**config.mk**
```make
export PLATFORM = sky130hd
export DESIGN_NAME = mdio_mgmt_master
export DESIGN_NICKNAME = d
export VERILOG_FILES = /design/src/rtl/mdio_mgmt_master.sv
export SDC_FILE = /design/constraint.sdc
export NUM_CORES = 1
export LEC_CHECK = 0
export BUFFER_PORTS_ARGS = -buffer_cell sky130_fd_sc_hd__buf_2
export CAP_MARGIN = 10
export CORE_MARGIN = 2
export CORE_UTILIZATION = 45
export CTS_BUF_LIST = sky130_fd_sc_hd__clkbuf_2 sky130_fd_sc_hd__clkbuf_4 sky130_fd_sc_hd__clkbuf_8
export DETAILED_ROUTE_END_ITERATION = 10
export SLEW_MARGIN = 30
export SYNTH_ARGS = -nofsm -noshare
export SYNTH_HDL_FRONTEND = slang
export SYNTH_SLANG_ARGS = --single-unit
```
**constraint.sdc**
```tcl
create_clock -name clk -period 6.7 [get_ports clk]
set_input_delay 1.34 -clock clk [delete_from_list [all_inputs] [get_ports clk]]
set_output_delay 1.34 -clock clk [all_outputs]
set_load 0.005 [all_outputs]
```
**src/rtl/mdio_mgmt_master.sv**
```systemverilog
module mdio_mgmt_master #(
  parameter int PRE_LEN   = 32,
  parameter int C22_PORTS = 4
) (
  input  logic        clk,
  input  logic        rst_n,
  input  logic        wr_en,
  input  logic [1:0]  wr_sel,
  input  logic [31:0] wr_data,
  input  logic [1:0]  rd_sel,
  output logic [31:0] rd_data,
  output logic        mdc,
  output logic        mdio_o,
  output logic        mdio_oe,
  input  logic        mdio_i
);

  localparam int FL     = PRE_LEN + 32;
  localparam int BW     = $clog2(FL + 1);
  localparam int PW     = (C22_PORTS > 1) ? $clog2(C22_PORTS) : 1;
  localparam int TA_POS = PRE_LEN + 14;
  localparam int RX_POS = PRE_LEN + 16;

  typedef enum logic [1:0] {S_IDLE, S_LOAD, S_SHIFT} state_t;

  state_t                 st_q;
  logic [25:0]            addr_q;
  logic [C22_PORTS-1:0]   port_q;
  logic [15:0]            data_q;
  logic [1:0]             cmd_q;
  logic                   skip_q;
  logic [2:0]             div_q;
  logic                   mdc_q;
  logic [FL-1:0]          sh_q;
  logic [BW-1:0]          bit_q;
  logic [3:0]             cnt_q;
  logic                   last_q;
  logic                   rdf_q;
  logic [15:0]            rx_q;

  wire busy = (st_q != S_IDLE);
  wire [4:0] pa = addr_q[20:16];
  wire c22 = ({27'd0, pa} < C22_PORTS) && port_q[pa[PW-1:0]];
  wire is_rd = cmd_q[1];
  wire [1:0] op45 = (cmd_q == 2'd1) ? 2'b01 : (cmd_q == 2'd2) ? 2'b10 : 2'b11;
  wire [17:0] tail = is_rd ? 18'h3ffff : {2'b10, data_q};
  wire [FL-1:0] op_frame = c22
    ? {{PRE_LEN{1'b1}}, 2'b01, (is_rd ? 2'b10 : 2'b01), pa, addr_q[4:0], tail}
    : {{PRE_LEN{1'b1}}, 2'b00, op45, pa, addr_q[25:21], tail};
  wire [FL-1:0] adr_frame = {{PRE_LEN{1'b1}}, 4'b0000, pa, addr_q[25:21], 2'b10, addr_q[15:0]};
  wire single = c22 || skip_q;
  wire tick = (cnt_q == ({1'b0, div_q} + 4'd1));
  wire [BW-1:0] bit_last = BW'(FL - 1);
  wire unused_hi = ^wr_data[31:26];

  assign mdc     = mdc_q;
  assign mdio_o  = (st_q == S_SHIFT) ? sh_q[FL-1] : 1'b1;
  assign mdio_oe = (st_q == S_SHIFT) && !(rdf_q && (bit_q >= BW'(TA_POS)));

  always_comb begin
    case (rd_sel)
      2'd0:    rd_data = {6'd0, addr_q};
      2'd1:    rd_data = {9'd0, busy, div_q, skip_q, cmd_q, data_q};
      2'd2:    rd_data = {{(32-C22_PORTS){1'b0}}, port_q};
      default: rd_data = 32'd0;
    endcase
  end

  always_ff @(posedge clk) begin
    if (!rst_n) begin
      st_q   <= S_IDLE;
      addr_q <= '0;
      port_q <= '0;
      data_q <= '0;
      cmd_q  <= '0;
      skip_q <= 1'b0;
      div_q  <= '0;
      mdc_q  <= 1'b0;
      sh_q   <= '1;
      bit_q  <= '0;
      cnt_q  <= '0;
      last_q <= 1'b0;
      rdf_q  <= 1'b0;
      rx_q   <= '0;
    end else begin
      case (st_q)
        S_IDLE: begin
          if (wr_en) begin
            case (wr_sel)
              2'd0: addr_q <= wr_data[25:0];
              2'd1: begin
                data_q <= wr_data[15:0];
                cmd_q  <= wr_data[17:16];
                skip_q <= wr_data[18];
                div_q  <= wr_data[21:19];
                if (wr_data[22]) st_q <= S_LOAD;
              end
              2'd2: port_q <= wr_data[C22_PORTS-1:0];
              default: ;
            endcase
          end
        end
        S_LOAD: begin
          if (cmd_q == 2'd0) begin
            st_q <= S_IDLE;
          end else begin
            sh_q   <= single ? op_frame : adr_frame;
            last_q <= single;
            rdf_q  <= single && is_rd;
            bit_q  <= '0;
            cnt_q  <= '0;
            mdc_q  <= 1'b0;
            rx_q   <= '0;
            st_q   <= S_SHIFT;
          end
        end
        S_SHIFT: begin
          if (tick) begin
            cnt_q <= '0;
            mdc_q <= ~mdc_q;
            if (!mdc_q) begin
              if (rdf_q && (bit_q >= BW'(RX_POS))) rx_q <= {rx_q[14:0], mdio_i};
            end else if (bit_q == bit_last) begin
              if (last_q) begin
                st_q <= S_IDLE;
                if (is_rd) data_q <= rx_q;
                if (cmd_q == 2'd2 && !c22) addr_q[15:0] <= addr_q[15:0] + 16'd1;
              end else begin
                sh_q   <= op_frame;
                last_q <= 1'b1;
                rdf_q  <= is_rd;
                bit_q  <= '0;
              end
            end else begin
              sh_q  <= {sh_q[FL-2:0], 1'b1};
              bit_q <= bit_q + 1'b1;
            end
          end else begin
            cnt_q <= cnt_q + 4'd1;
          end
        end
        default: st_q <= S_IDLE;
      endcase
    end
  end

endmodule

```
==> flow_metrics.py <==
metrics = {
    "yosys": {
        "yosys-top-cells-area": "dfxtp_1 (41%), nor2_1 (7.8%), mux2i_1 (7.5%)",
        "syn_area_um2": 7300,
        "netlist_instances": 927,
        "synth-compound-area-share_pct": 19.6,
        "yosysTopAreaCell": "dfxtp_1",
        "synth_xor_area_share_pct": 0.360,
        "synth.distinct_cells": 66,
        "ys_seq_elements": 148,
        "synth-edff-count": 0,
        "synth_fa_ha_area_share_pct": 0.856,
        "synth-main-ff-cell": "dfxtp_1",
        "async_reset_ff_share_pct": 0,
        "synth_top_family_by_area": "simple AND/OR/NAND/NOR gates",
        "synth_top_area_share_pct": 40.6,
        "ys_warn_count": 0,
        "syn_avg_cell_area_um2": 7.88,
        "muxShareOfSynthArea_pct": 8.00,
        "ys_seq_area_share_pct": 40.6,
        "synthSimpleGateAreaFrac_pct": 25.0,
    },
    "global_route": {
        "first_global_vias": 6072,
        "grt_util_all_layers_pct": 22.5,
        "grt_max_degree": 70,
        "antenna_found_initial": 0,
        "grt_pass1_wl_um": 31700,
        "grt_overflow_total": 0,
    },
    "timing": {
        "max_slew.worst_pin.slew_ns": 0.830,
        "setup_tns_ns": 0,
        "finalSetupViolations": 0,
        "fin_crit_sh_pct": 59.3,
        "min_period_ns": 3.97,
        "rsz0062_at_grt": "false",
        "final-hold-violation-count": 0,
        "slew_viol_final": 0,
        "finalClockSkew_ns": 0.0112,
        "relSlewSlack_pct": 43.9,
        "fmax_mhz": 252,
    },
    "detailed_routing": {
        "wl_um": 19200,
        "avgViaCountPerCell": 5.69,
        "drc": 0,
        "antenna_left": 0,
        "drtIter0Drc": 567,
        "vias": 6640,
        "routedWlPerCell_um": 16.4,
        "first_pass_iters": 5,
    },
    "hold_path": {
        "hold_end": "rx_q[8]$_SDFFE_PN0P_",
        "hp-class": "register to register",
        "hp-start": "rx_q[8]$_SDFFE_PN0P_",
        "hold-path-cell-count": 2,
    },
    "finish": {
        "final_core_util_pct": 50.9,
        "stdcell_count": 1166,
        "finalNetCount": 983,
        "n_antenna_cell": 0,
        "final_layout_size_suffix_gt1_share_pct": 12.9,
        "syn2layout_area_growth_pct": 10.8,
        "final_cell_mix": "nor2_1 (150), dfxtp_1 (147), nand2_1 (94)",
        "final_area_um2": 8090,
        "layout_commonest_cell": "nor2_1",
    },
    "setup_path": {
        "crit_required_ns": 5.36,
        "cp_max_fo": 26,
        "timing.rr.end": "sh_q[24]$_SDFFE_PN1P_",
        "rr_worst_depth": 8,
        "ff2ff_setup_slack_ns": 3.57,
        "critPathKind": "input pin to primary output",
        "end_kind": "primary output",
        "reg2reg_from": "div_q[0]$_SDFFE_PN0P_",
        "startpoint_type": "input pin",
        "cp_data_arrival_time_ns": 2.63,
    },
    "clock_network": {
        "insertion_delay_ns": 0.45,
        "cts_tree": "built",
        "clk_path_buf_depth": 2,
        "cts-root-buf": "clkbuf_8",
        "cts.sinks": 148,
        "cts_hold_buf": 0,
        "h-tree-depth": 4,
        "cts_buffers": 17,
        "cts_resized": 0,
        "clkTransAtPathRegs_ns": 0.08,
        "post_cts_buffers": 0,
    },
    "floorplan": {
        "fp-row-count": 46,
        "die_area_um2": 17300,
        "coreArea_um2": 15900,
        "io_pins": 75,
        "die_width_um": 131,
        "start_util_pct": 46.0,
        "die_h_um": 131,
    },
    "place": {
        "hpwl_um": 12100,
        "routabilityCongestion": 0.789,
        "portBuffers": 62,
        "dp.cells": 1135,
        "place_area_um2": 7640,
    },
    "outcome": {
        "status": "finished clean",
    },
    "flow_run": {
        "drv_cap": 0,
    },
    "power_and_ir_drop": {
        "p_leak_nw": 3.17,
        "power_density_nw_per_um2": 224,
        "vdd_ir_drop_max_uv": 134,
    },
}
synthesized netlist by cell type (8+ instances only):
cell       count
nor2_1       151
dfxtp_1      148
nand2_1       94
o21ai_0       70
mux2i_1       55
nor3_1        54
clkbuf_1      53
a21oi_1       40
nand3_1       29
and2_1        16
buf_2         13
a211oi_1      12
o31ai_1       12
nand4_1       11
a31oi_1       10
buf_1         10
a311oi_1       9
a211o_1        8
buf_4          8
inv_1          8
o2111ai_1      8
o211ai_1       8
worst max-delay path, stage by stage:
cell     delay (ns)
buf_2          0.57
nor2b_1        0.32
nand2_1        0.08
o21ai_0        0.13
buf_2          0.18
metal layers:
layer	wire (um)	share of wire, %	global-route usage [%]
met1	9000	47	30.9
met5	0	0	0
met2	8860	46	35.9
met3	1080	5.6	4.71
met4	212	1.1	5.98
flip-flops by register name, indices dropped and copies added, names as in the netlist, 3 cells and up:
name	cells
addr_q	26
bit_q	7
cnt_q	4
data_q	16
div_q	3
port_q	4
rx_q	16
sh_q	64
per-stage QoR:
step           hold WS [ns]  setup slack, ns  total power (W)
3_5_place_dp          0.441             2.79          0.00106
3_3_place_gp          0.440             2.80          0.00106
6_report              0.450             2.73          0.00181
4_1_cts               0.452             2.79          0.00183
2_1_floorplan         0.427             2.97          0.00102
5_1_grt               0.483             2.67          0.00188
cells by family after synthesis:
kind of cell             count (synthesis)
AO/OA/AOI/OAI                          216
XOR/XNOR                                 3
adder cells (fa/ha/maj)                  5
buffers and inverters                   94
flip-flops                             148
multiplexers                            57
other                                    1
AND/OR/NAND/NOR                        403
final cells by class:
cell class | count | area [um^2]
well taps | 216 | 270
clock inverters | 11 | 176
multi-input cells | 690 | 3990
clock buffers | 20 | 269
flip-flops and latches | 148 | 2960
repair buffers | 72 | 385
inverters | 9 | 33.8
fillers | 1595 | 7790
power breakdown:
group | switching, W | total, W | internal (W)
Combinational | 0.0000741 | 0.000121 | 0.0000465
Sequential | 0.0000232 | 0.000917 | 0.000893
Clock | 0.000348 | 0.000777 | 0.000430
worst max path at each step:
stage,depth (start not counted),startpoint,slack (ns),to
after floorplan,4,rd_sel[0],2.97,rd_data[10]
after global placement,5,rd_sel[0],2.80,rd_data[1]
after detailed placement,5,rd_sel[0],2.79,rd_data[1]
after CTS,5,rd_sel[0],2.79,rd_data[1]
after global routing,5,rd_sel[0],2.67,rd_data[2]
final,5,rd_sel[0],2.73,rd_data[1]
(Power assumes the default switching activity.)
